**src/rtl/sdram_ref_pkg.sv**
```systemverilog
package sdram_ref_pkg;

  typedef enum logic [3:0] {
    ST_IDLE,
    ST_REQ,
    ST_PRE,
    ST_WAIT_RP,
    ST_REF,
    ST_WAIT_RFC,
    ST_SR_ENTER,
    ST_SR_HOLD,
    ST_SR_EXIT
  } seq_state_e;

  // {cs_n, ras_n, cas_n, we_n}
  localparam logic [3:0] CMD_NOP = 4'b0111;
  localparam logic [3:0] CMD_PRE = 4'b0010;
  localparam logic [3:0] CMD_REF = 4'b0001;

endpackage

```
**src/rtl/sdram_ref_timer.sv**
```systemverilog
module sdram_ref_timer #(
  parameter int unsigned INTERVAL = 1296
) (
  input  logic clk_i,
  input  logic rst_ni,
  input  logic hold_i,
  output logic tick_o
);
  localparam int unsigned CW = (INTERVAL > 1) ? $clog2(INTERVAL) : 1;

  logic [CW-1:0] cnt_q;
  logic          last;

  assign last   = (cnt_q == CW'(INTERVAL - 1));
  assign tick_o = last && !hold_i;

  always_ff @(posedge clk_i or negedge rst_ni) begin
    if (!rst_ni)         cnt_q <= '0;
    else if (hold_i)     cnt_q <= '0;
    else if (last)       cnt_q <= '0;
    else                 cnt_q <= cnt_q + 1'b1;
  end
endmodule

```
**src/rtl/sdram_ref_backlog.sv**
```systemverilog
module sdram_ref_backlog #(
  parameter int unsigned MAX = 8
) (
  input  logic clk_i,
  input  logic rst_ni,
  input  logic inc_i,
  input  logic dec_i,
  input  logic clr_i,
  output logic pend_o
);
  localparam int unsigned CW = $clog2(MAX + 1);

  logic [CW-1:0] cnt_q;

  assign pend_o = (cnt_q != '0);

  always_ff @(posedge clk_i or negedge rst_ni) begin
    if (!rst_ni) begin
      cnt_q <= '0;
    end else if (clr_i) begin
      cnt_q <= '0;
    end else if (inc_i && !dec_i) begin
      if (cnt_q != CW'(MAX)) cnt_q <= cnt_q + 1'b1;
    end else if (dec_i && !inc_i) begin
      if (cnt_q != '0) cnt_q <= cnt_q - 1'b1;
    end
  end
endmodule

```
**src/rtl/sdram_ref_seq.sv**
```systemverilog
module sdram_ref_seq
  import sdram_ref_pkg::*;
#(
  parameter int unsigned T_RP_CYC  = 3,   // minimum 2
  parameter int unsigned T_RFC_CYC = 10,  // minimum 2
  parameter int unsigned T_XSR_CYC = 12   // minimum 1
) (
  input  logic       clk_i,
  input  logic       rst_ni,
  input  logic       pend_i,
  input  logic       sr_req_i,
  input  logic       gnt_i,
  output logic       req_o,
  output logic       cke_o,
  output logic [3:0] cmd_o,
  output logic       a10_o,
  output logic       ref_done_o,
  output logic       sr_enter_o,
  output logic       in_sr_o
);
  localparam int unsigned TM1  = (T_RP_CYC > T_RFC_CYC) ? T_RP_CYC : T_RFC_CYC;
  localparam int unsigned TMAX = (TM1 > T_XSR_CYC) ? TM1 : T_XSR_CYC;
  localparam int unsigned WW   = $clog2(TMAX + 1);

  seq_state_e    state_q, state_d;
  logic [WW-1:0] wcnt_q, wcnt_d;
  logic          sr_mode_q, sr_mode_d;

  always_comb begin
    state_d   = state_q;
    wcnt_d    = wcnt_q;
    sr_mode_d = sr_mode_q;
    unique case (state_q)
      ST_IDLE: begin
        if (sr_req_i) begin
          state_d   = ST_REQ;
          sr_mode_d = 1'b1;
        end else if (pend_i) begin
          state_d   = ST_REQ;
          sr_mode_d = 1'b0;
        end
      end
      ST_REQ:      if (gnt_i) state_d = ST_PRE;
      ST_PRE: begin
        state_d = ST_WAIT_RP;
        wcnt_d  = WW'(T_RP_CYC - 1);
      end
      ST_WAIT_RP: begin
        if (wcnt_q == WW'(1)) state_d = sr_mode_q ? ST_SR_ENTER : ST_REF;
        else                  wcnt_d  = wcnt_q - 1'b1;
      end
      ST_REF: begin
        state_d = ST_WAIT_RFC;
        wcnt_d  = WW'(T_RFC_CYC - 1);
      end
      ST_WAIT_RFC: begin
        if (wcnt_q == WW'(1)) state_d = ST_IDLE;
        else                  wcnt_d  = wcnt_q - 1'b1;
      end
      ST_SR_ENTER: state_d = ST_SR_HOLD;
      ST_SR_HOLD: begin
        if (!sr_req_i) begin
          state_d = ST_SR_EXIT;
          wcnt_d  = WW'(T_XSR_CYC);
        end
      end
      ST_SR_EXIT: begin
        if (wcnt_q == WW'(1)) state_d = ST_IDLE;
        else                  wcnt_d  = wcnt_q - 1'b1;
      end
      default: state_d = ST_IDLE;
    endcase
  end

  always_ff @(posedge clk_i or negedge rst_ni) begin
    if (!rst_ni) begin
      state_q   <= ST_IDLE;
      wcnt_q    <= '0;
      sr_mode_q <= 1'b0;
    end else begin
      state_q   <= state_d;
      wcnt_q    <= wcnt_d;
      sr_mode_q <= sr_mode_d;
    end
  end

  always_comb begin
    unique case (state_q)
      ST_PRE:              cmd_o = CMD_PRE;
      ST_REF, ST_SR_ENTER: cmd_o = CMD_REF;
      default:             cmd_o = CMD_NOP;
    endcase
  end

  assign req_o      = (state_q != ST_IDLE);
  assign a10_o      = (state_q == ST_PRE);
  assign cke_o      = !((state_q == ST_SR_ENTER) || (state_q == ST_SR_HOLD));
  assign ref_done_o = (state_q == ST_REF);
  assign sr_enter_o = (state_q == ST_SR_ENTER);
  assign in_sr_o    = (state_q == ST_SR_ENTER) || (state_q == ST_SR_HOLD) ||
                      (state_q == ST_SR_EXIT);
endmodule

```
**src/rtl/sdram_ref_sched.sv**
```systemverilog
module sdram_ref_sched #(
  parameter int unsigned CLK_KHZ       = 166000,
  parameter int unsigned REF_WINDOW_MS = 64,
  parameter int unsigned REF_COUNT     = 8192,
  parameter int unsigned T_RP_CYC      = 3,
  parameter int unsigned T_RFC_CYC     = 10,
  parameter int unsigned T_XSR_CYC     = 12,
  parameter int unsigned BACKLOG_MAX   = 8
) (
  input  logic       clk_i,
  input  logic       rst_ni,
  input  logic       sr_req_i,
  input  logic       gnt_i,
  output logic       req_o,
  output logic       cke_o,
  output logic [3:0] cmd_o,
  output logic       a10_o
);
  localparam int unsigned REF_INTERVAL = CLK_KHZ * REF_WINDOW_MS / REF_COUNT;

  logic tick, pend, ref_done, sr_enter, in_sr;

  sdram_ref_timer #(.INTERVAL(REF_INTERVAL)) u_timer (
    .clk_i  (clk_i),
    .rst_ni (rst_ni),
    .hold_i (in_sr),
    .tick_o (tick)
  );

  sdram_ref_backlog #(.MAX(BACKLOG_MAX)) u_backlog (
    .clk_i  (clk_i),
    .rst_ni (rst_ni),
    .inc_i  (tick),
    .dec_i  (ref_done),
    .clr_i  (sr_enter),
    .pend_o (pend)
  );

  sdram_ref_seq #(
    .T_RP_CYC  (T_RP_CYC),
    .T_RFC_CYC (T_RFC_CYC),
    .T_XSR_CYC (T_XSR_CYC)
  ) u_seq (
    .clk_i      (clk_i),
    .rst_ni     (rst_ni),
    .pend_i     (pend),
    .sr_req_i   (sr_req_i),
    .gnt_i      (gnt_i),
    .req_o      (req_o),
    .cke_o      (cke_o),
    .cmd_o      (cmd_o),
    .a10_o      (a10_o),
    .ref_done_o (ref_done),
    .sr_enter_o (sr_enter),
    .in_sr_o    (in_sr)
  );
endmodule

```
**config.mk**
```make
export PLATFORM = sky130hd
export DESIGN_NAME = sdram_ref_sched
export DESIGN_NICKNAME = d
export VERILOG_FILES = /design/src/rtl/sdram_ref_pkg.sv /design/src/rtl/sdram_ref_timer.sv /design/src/rtl/sdram_ref_backlog.sv /design/src/rtl/sdram_ref_seq.sv /design/src/rtl/sdram_ref_sched.sv
export SDC_FILE = /design/constraint.sdc
export NUM_CORES = 1
export LEC_CHECK = 0
export BUFFER_PORTS_ARGS = -buffer_cell sky130_fd_sc_hd__buf_2
export CAP_MARGIN = 30
export CORE_ASPECT_RATIO = 1.1
export CORE_UTILIZATION = 60
export DETAILED_ROUTE_END_ITERATION = 16
export PLACE_DENSITY_LB_ADDON = 0.3
export SLEW_MARGIN = 20
export SYNTH_ARGS = -nofsm -noshare
export SYNTH_HDL_FRONTEND = slang
export SYNTH_SLANG_ARGS = --single-unit
```
**constraint.sdc**
```tcl
create_clock -name clk_i -period 3.4 [get_ports clk_i]
set_input_delay 0.17 -clock clk_i [delete_from_list [all_inputs] [get_ports clk_i]]
set_output_delay 0.17 -clock clk_i [all_outputs]
set_load 0.02 [all_outputs]
```
==> flow_summary.json, run 1 <==
{
  "clk-insertion-delay-late_ns": 0.32,
  "fin_crit_sh_pct": 89.7,
  "slowest_delay_ns": 0.66,
  "synth.distinct_cells": 53,
  "drc": 0,
  "min_period_ns": 3.05,
  "rows": 20,
  "die_y_um": 59.2,
  "crit_type": "flip-flop to flip-flop",
  "portBuffers": 9,
  "slew_viol_final": 0,
  "grt_max_degree": 28,
  "maxCapViolCount": 0,
  "hold_viol": 0,
  "place_area_sq_mm": 0.00184,
  "wl_per_cell_um": 16.3,
  "syn_area_sq_mm": 0.00179,
  "p_clk_share_pct": 10.6,
  "syn_nets": 217,
  "synth_common_cells": "24 x dfrtp_1, 23 x nor2_1, 18 x nand2_1",
  "tns_ns": 0,
  "seq_power_share_pct": 28.3,
  "place_congestion": 0.917,
  "drtIter0Drc": 37,
  "grt_first_pass_wirelength_mm": 6.77,
  "ys_ff_latch": 24,
  "cts.sinks": 24,
  "p_int_uw": 771,
  "postLayoutCellArea_sq_mm": 0.00189,
  "ir_worst_vdd_uv": 591,
  "worstMarginPinSlew_ns": 0.683,
  "r2r-start": "u_seq.state_q[2]",
  "drive_gt1_share_pct": 9.43,
  "syn_inst": 206,
  "crit_path_start": "u_seq.state_q[2]",
  "grt_setup_unrepaired": "false",
  "overflow": 0,
  "htreeDepth": 1,
  "die_x_um": 54.0,
  "firstDrtPassIters": 5,
  "status": "finished clean",
  "grt_pass1_vias": 1536,
  "synth_edf_count": 0,
  "clockBufferDepth": 2,
  "r2r_setup_slack_ns": 0.35,
  "holdCritPathClass": "input pin to flip-flop",
  "ios": 11,
  "synth_top_area_share_pct": 33.6,
  "cts_tree": "done",
  "crit_path_end_kind": "flip-flop",
  "async_flop_share_pct": 100,
  "dpl.hpwl_mm": 2.96,
  "relSlewSlack_pct": 53.8,
  "hold_start": "sr_req_i",
  "synth_ff_type": "dfrtp_1",
  "hold_ws_ns": 0.190,
  "crit_chain": "or4b_1 -> nand2_1 -> nor2_1 -> ha_1 -> inv_1 -> ha_1 -> o21ai_1 -> or3b_1 -> a311o_1 -> a211oi_1",
  "worst_path_most_repeated_cell": "ha_1",
  "p_per_area_mw_per_mm2": 770,
  "max_freq_mhz": 328,
  "yosysWarnings": 0,
  "nNetsFinal": 224,
  "cp.required_ns": 3.64,
  "p_sw_share_pct": 47.0,
  "critPathLaunchType": "flip-flop",
  "ys_top_cells_by_area": "dfrtp_1 34%, ha_1 4.9%, nor2_1 4.8%",
  "synth-seq-area-share_pct": 33.6,
  "vias": 1613,
  "path_max_fanout": 6,
  "cp.arrival_ns": 3.29,
  "crit_slowest_cell": "or4b_1",
  "finalSetupViolCount": 0,
  "yosys.cell_count.top_type": "dfrtp_1",
  "vias_per_cell": 6.58,
  "total_power_mw": 1.45,
  "track_usage_pct": 28.7,
  "path_clk_slew_ns": 0.14,
  "finalClockSkew_ns": 0.00494,
  "finalWirelength_mm": 3.99,
  "p_sw_uw": 683,
  "cts_resized": 0,
  "synth.avg_cell_area_sq_um": 8.67,
  "antenna_cells": 0,
  "root_buffer": "clkbuf_4",
  "start_util_pct": 63.7,
  "antenna_found_initial": 0,
  "cts_made_buffers": 3,
  "ant_nets": 0,
  "synthToLayoutAreaGrowth_pct": 5.75,
  "fill_cells": 249,
  "yosysTopAreaCell": "dfrtp_1",
  "leakage_nw": 0.774,
  "combPwrFrac_pct": 61.1,
  "coreArea_sq_mm": 0.00280,
  "die-area_sq_mm": 0.00320
}
-- final cells by class --
class	instances	area, sq um	area share (%)
flip-flops and latches	24	601	31.8
clock buffers	4	36.3	1.92
repair buffers	14	85.1	4.51
multi-input cells	159	1080	57.4
inverters	11	41.3	2.19
well taps	33	41.3	2.19
-- logic make-up (layout without fill, tap and decap cells) --
| family | Yosys count | after routing | synth area share, % |
|---|---|---|---|
| and+or+nand+nor | 94 | 94 | 29.9 |
| AOI/OAI and AO/OA | 42 | 42 | 17.9 |
| DFF | 24 | 24 | 33.6 |
| buffers and inverters | 23 | 29 | 5.68 |
| xor gates and xnor gates | 11 | 11 | 5.40 |
| adders and majority gates | 8 | 8 | 5.47 |
| muxes | 3 | 3 | 1.82 |
| other | 1 | 1 | 0.210 |
-- metrics by stage --
stage / cells / util (%) / setup WS, ns
floorplan: 206 / - / 0.377
global placement: 240 / 65.7 / 0.523
detailed placement: 240 / 65.7 / 0.406
CTS: 245 / 67.4 / 0.372
global route: 245 / 67.4 / 0.0990
finish: 245 / 67.4 / 0.352
-- final timing paths --
kind | end | cells past startpoint
worst max-delay path | u_backlog.cnt_q[3] | 10
worst min-delay path | u_seq.sr_mode_q | 3
worst max register to register | u_backlog.cnt_q[3] | 10
worst min register to register | u_timer.cnt_q[0] | 1
max in group asynchronous | u_timer.cnt_q[0] | 2
min in group asynchronous | u_backlog.cnt_q[2] | 2
-- cells in the final DEF, fill, tap and decap left out, types with 6 or more instances in the layout --
cell type	instances
buf_2	9
dfrtp_1	24
ha_1	7
inv_1	11
nand2_1	18
nor2_1	23
nor2b_1	7
o21ai_0	7
xor2_1	6
-- worst max-delay path, delay by kind of cell (launching register included) --
family	cells	cell delay (ns)
buffers and inverters	1	0.09
adders and majority gates	2	0.52
AOI/OAI and AO/OA	3	0.67
and+or+nand+nor	4	1.29
DFF	1	0.40
-- routing by layer --
metal | share of wire (%) | wire length (um) | track usage, % | vias to the layer above
met5 | 0 | 0 | 0 | -
met4 | 2.3 | 92 | 10.3 | 0
met3 | 4.9 | 196 | 3.59 | 13
met2 | 53 | 2100 | 50.1 | 49
met1 | 40 | 1600 | 35.7 | 784
li1 | - | - | - | 767
-- power by group through the flow --
stage	Clock [mW]	Sequential (mW)	Combinational (mW)
final	0.155	0.411	0.888
after global placement	0	0.409	0.855
after CTS	0.156	0.410	0.887
after floorplan	0	0.399	0.693
after global routing	0.169	0.419	0.984
after detailed placement	0	0.417	0.881
-- flip-flops by register name (all words and copies together), names as in the netlist --
register	flops
u_seq.wcnt_q	4
u_backlog.cnt_q	4
u_seq.state_q	4
u_seq.sr_mode_q	1
u_timer.cnt_q	11
-- what timing repair did --
action,in CTS,in global routing
hold endpoints to repair,24,0
hold buffers,1,0
setup buffers,0,0
Power figures use the tool's default switching activity.
==> run 2, diff against run 1 <==
Settings changed: CELL_PAD_IN_SITES_DETAIL_PLACEMENT set to 0, CELL_PAD_IN_SITES_GLOBAL_PLACEMENT set to 1, CORE_UTILIZATION 60 to 46.
==> run 2 against run 1 <==
- first-iteration DRC count increased to 2.8 times the previous value
- register-to-register slack hardly changed
- global-route usage is 6.7 points lower
- clock-buffer cell count is 1 lower
- worst hold slack improved by 0.084 ns
- combinational power increased by 2%
- maximum frequency grew 0.23%
- die area is 29% higher
- sequential share of layout area shrank 1.0 points
- clock power up 65%
==> flow_summary.json, run 2 (synthesis results as in run 1) <==
{
  "path_clk_slew_ns": 0.08,
  "max_freq_mhz": 329,
  "grt_pass1_vias": 1527,
  "clk-insertion-delay-late_ns": 0.27,
  "track_usage_pct": 22.1,
  "vias_per_cell": 5.99,
  "root_buffer": "clkbuf_8",
  "hold_ws_ns": 0.273,
  "cts_made_buffers": 3,
  "hold_viol": 0,
  "overflow": 0,
  "cp.arrival_ns": 3.22,
  "holdCritPathClass": "input pin to flip-flop",
  "grt_setup_unrepaired": "false",
  "drtIter0Drc": 103,
  "crit_type": "flip-flop to flip-flop",
  "crit_chain": "or4b_1 -> nand2_1 -> nor2_1 -> ha_1 -> inv_1 -> ha_1 -> o21ai_1 -> or3b_1 -> a311o_1 -> a211oi_1",
  "rows": 23,
  "die-area_sq_mm": 0.00413,
  "total_power_mw": 1.57,
  "firstDrtPassIters": 4,
  "wl_per_cell_um": 15.5,
  "antenna_found_initial": 0,
  "min_period_ns": 3.04,
  "die_x_um": 61.4,
  "clockBufferDepth": 2,
  "cts_tree": "done",
  "grt_first_pass_wirelength_mm": 6.84,
  "tns_ns": 0,
  "cp.required_ns": 3.58,
  "finalClockSkew_ns": 0.00763,
  "ant_nets": 0,
  "drc": 0,
  "dpl.hpwl_mm": 2.96,
  "htreeDepth": 1,
  "leakage_nw": 0.794,
  "nNetsFinal": 225,
  "largest_reg_flops": 11,
  "worst_path_most_repeated_cell": "ha_1",
  "portBuffers": 9,
  "crit_slowest_cell": "or4b_1",
  "cts_resized": 0,
  "mostFrequentLayoutCells": "24 x dfrtp_1, 23 x nor2_1, 18 x nand2_1",
  "worstMarginPinSlew_ns": 0.557,
  "cts.sinks": 24,
  "critPathLaunchType": "flip-flop",
  "finalSetupViolCount": 0,
  "slowest_delay_ns": 0.66,
  "vias": 1575,
  "p_per_area_mw_per_mm2": 804,
  "ios": 11,
  "crit_path_end_kind": "flip-flop",
  "regMostFlops": "u_timer.cnt_q",
  "coreArea_sq_mm": 0.00368,
  "relSlewSlack_pct": 62.9,
  "synthToLayoutAreaGrowth_pct": 9.32,
  "fin_crit_sh_pct": 89.5,
  "grt_max_degree": 28,
  "start_util_pct": 48.5,
  "maxCapViolCount": 0,
  "layout_commonest_cell": "dfrtp_1",
  "drive_gt1_share_pct": 9.86,
  "place_congestion": 0.822,
  "ir_worst_vdd_uv": 444,
  "path_max_fanout": 6,
  "antenna_cells": 0,
  "status": "finished clean",
  "finalWirelength_mm": 4.07,
  "die_y_um": 67.3,
  "slew_viol_final": 0
}
## run 2: cell types whose count changed in the layout (fill, tap and decap cells not counted), sizes merged
| cell | previous run | this run |
|---|---|---|
| buf | 13 | 14 |
| clkbuf | 4 | 3 |
| bufinv | 0 | 1 |
## run 2: worst max-delay path: cells and delay by family (launching register included)
kind	cells	cell delay, ns
DFF	1	0.38
AOI/OAI and AO/OA	3	0.68
and+or+nand+nor	4	1.29
buffers and inverters	1	0.08
adders and majority gates	2	0.52
## run 2: worst paths after layout
| kind | start | endpoint | slack, ns | cells after the start |
|---|---|---|---|---|
| max | u_seq.state_q[2] | u_backlog.cnt_q[3] | 0.36 | 10 |
| min | sr_req_i | u_seq.sr_mode_q | 0.27 | 3 |
| max reg2reg | u_seq.state_q[2] | u_backlog.cnt_q[3] | 0.36 | 10 |
| min reg2reg | u_timer.cnt_q[0] | u_timer.cnt_q[0] | 0.49 | 1 |
| max in group asynchronous | rst_ni | u_backlog.cnt_q[3] | 2.62 | 2 |
| min in group asynchronous | rst_ni | u_timer.cnt_q[6] | 0.41 | 2 |
## run 2: final cells by class
| type | instances | area [sq um] |
|---|---|---|
| timing repair buffer | 15 | 92.6 |
| multi-input combinational | 159 | 1080 |
| clock inverter | 1 | 30.0 |
| tap | 50 | 62.6 |
| fill | 367 | 1730 |
| inverter | 11 | 41.3 |
| clock buffer | 3 | 41.3 |
| sequential | 24 | 601 |
## run 2: per-stage QoR
step | instance area (sq um) | setup WS (ns) | utilization [%] | cells
floorplan | 1790 | 0.377 | - | 206
global placement | 1870 | 0.523 | 50.8 | 258
detailed placement | 1870 | 0.379 | 50.8 | 258
CTS | 1950 | 0.363 | 53.0 | 263
global route | 1950 | 0.105 | 53.0 | 263
finish | 1950 | 0.359 | 53.0 | 263
## run 2: power breakdown
group          switching (mW)  internal (mW)  total, mW
clock                  0.0984          0.158      0.256
combinational           0.549          0.354      0.903
sequential             0.0584          0.353      0.411
total                   0.706          0.864       1.57
## run 2: routing by layer
layer / part of all wire (%) / vias up / global-route usage (%)
li1: - / 772 / -
met1: 45 / 756 / 27.1
met2: 50 / 37 / 37.5
met3: 3.3 / 10 / 3.64
met4: 1.8 / 0 / 9.72
met5: 0 / - / 0
## run 2: what timing repair did
action,4_1_cts,5_1_grt
hold buffers,1,0
endpoints found under the hold margin,24,0
buffers inserted,0,0
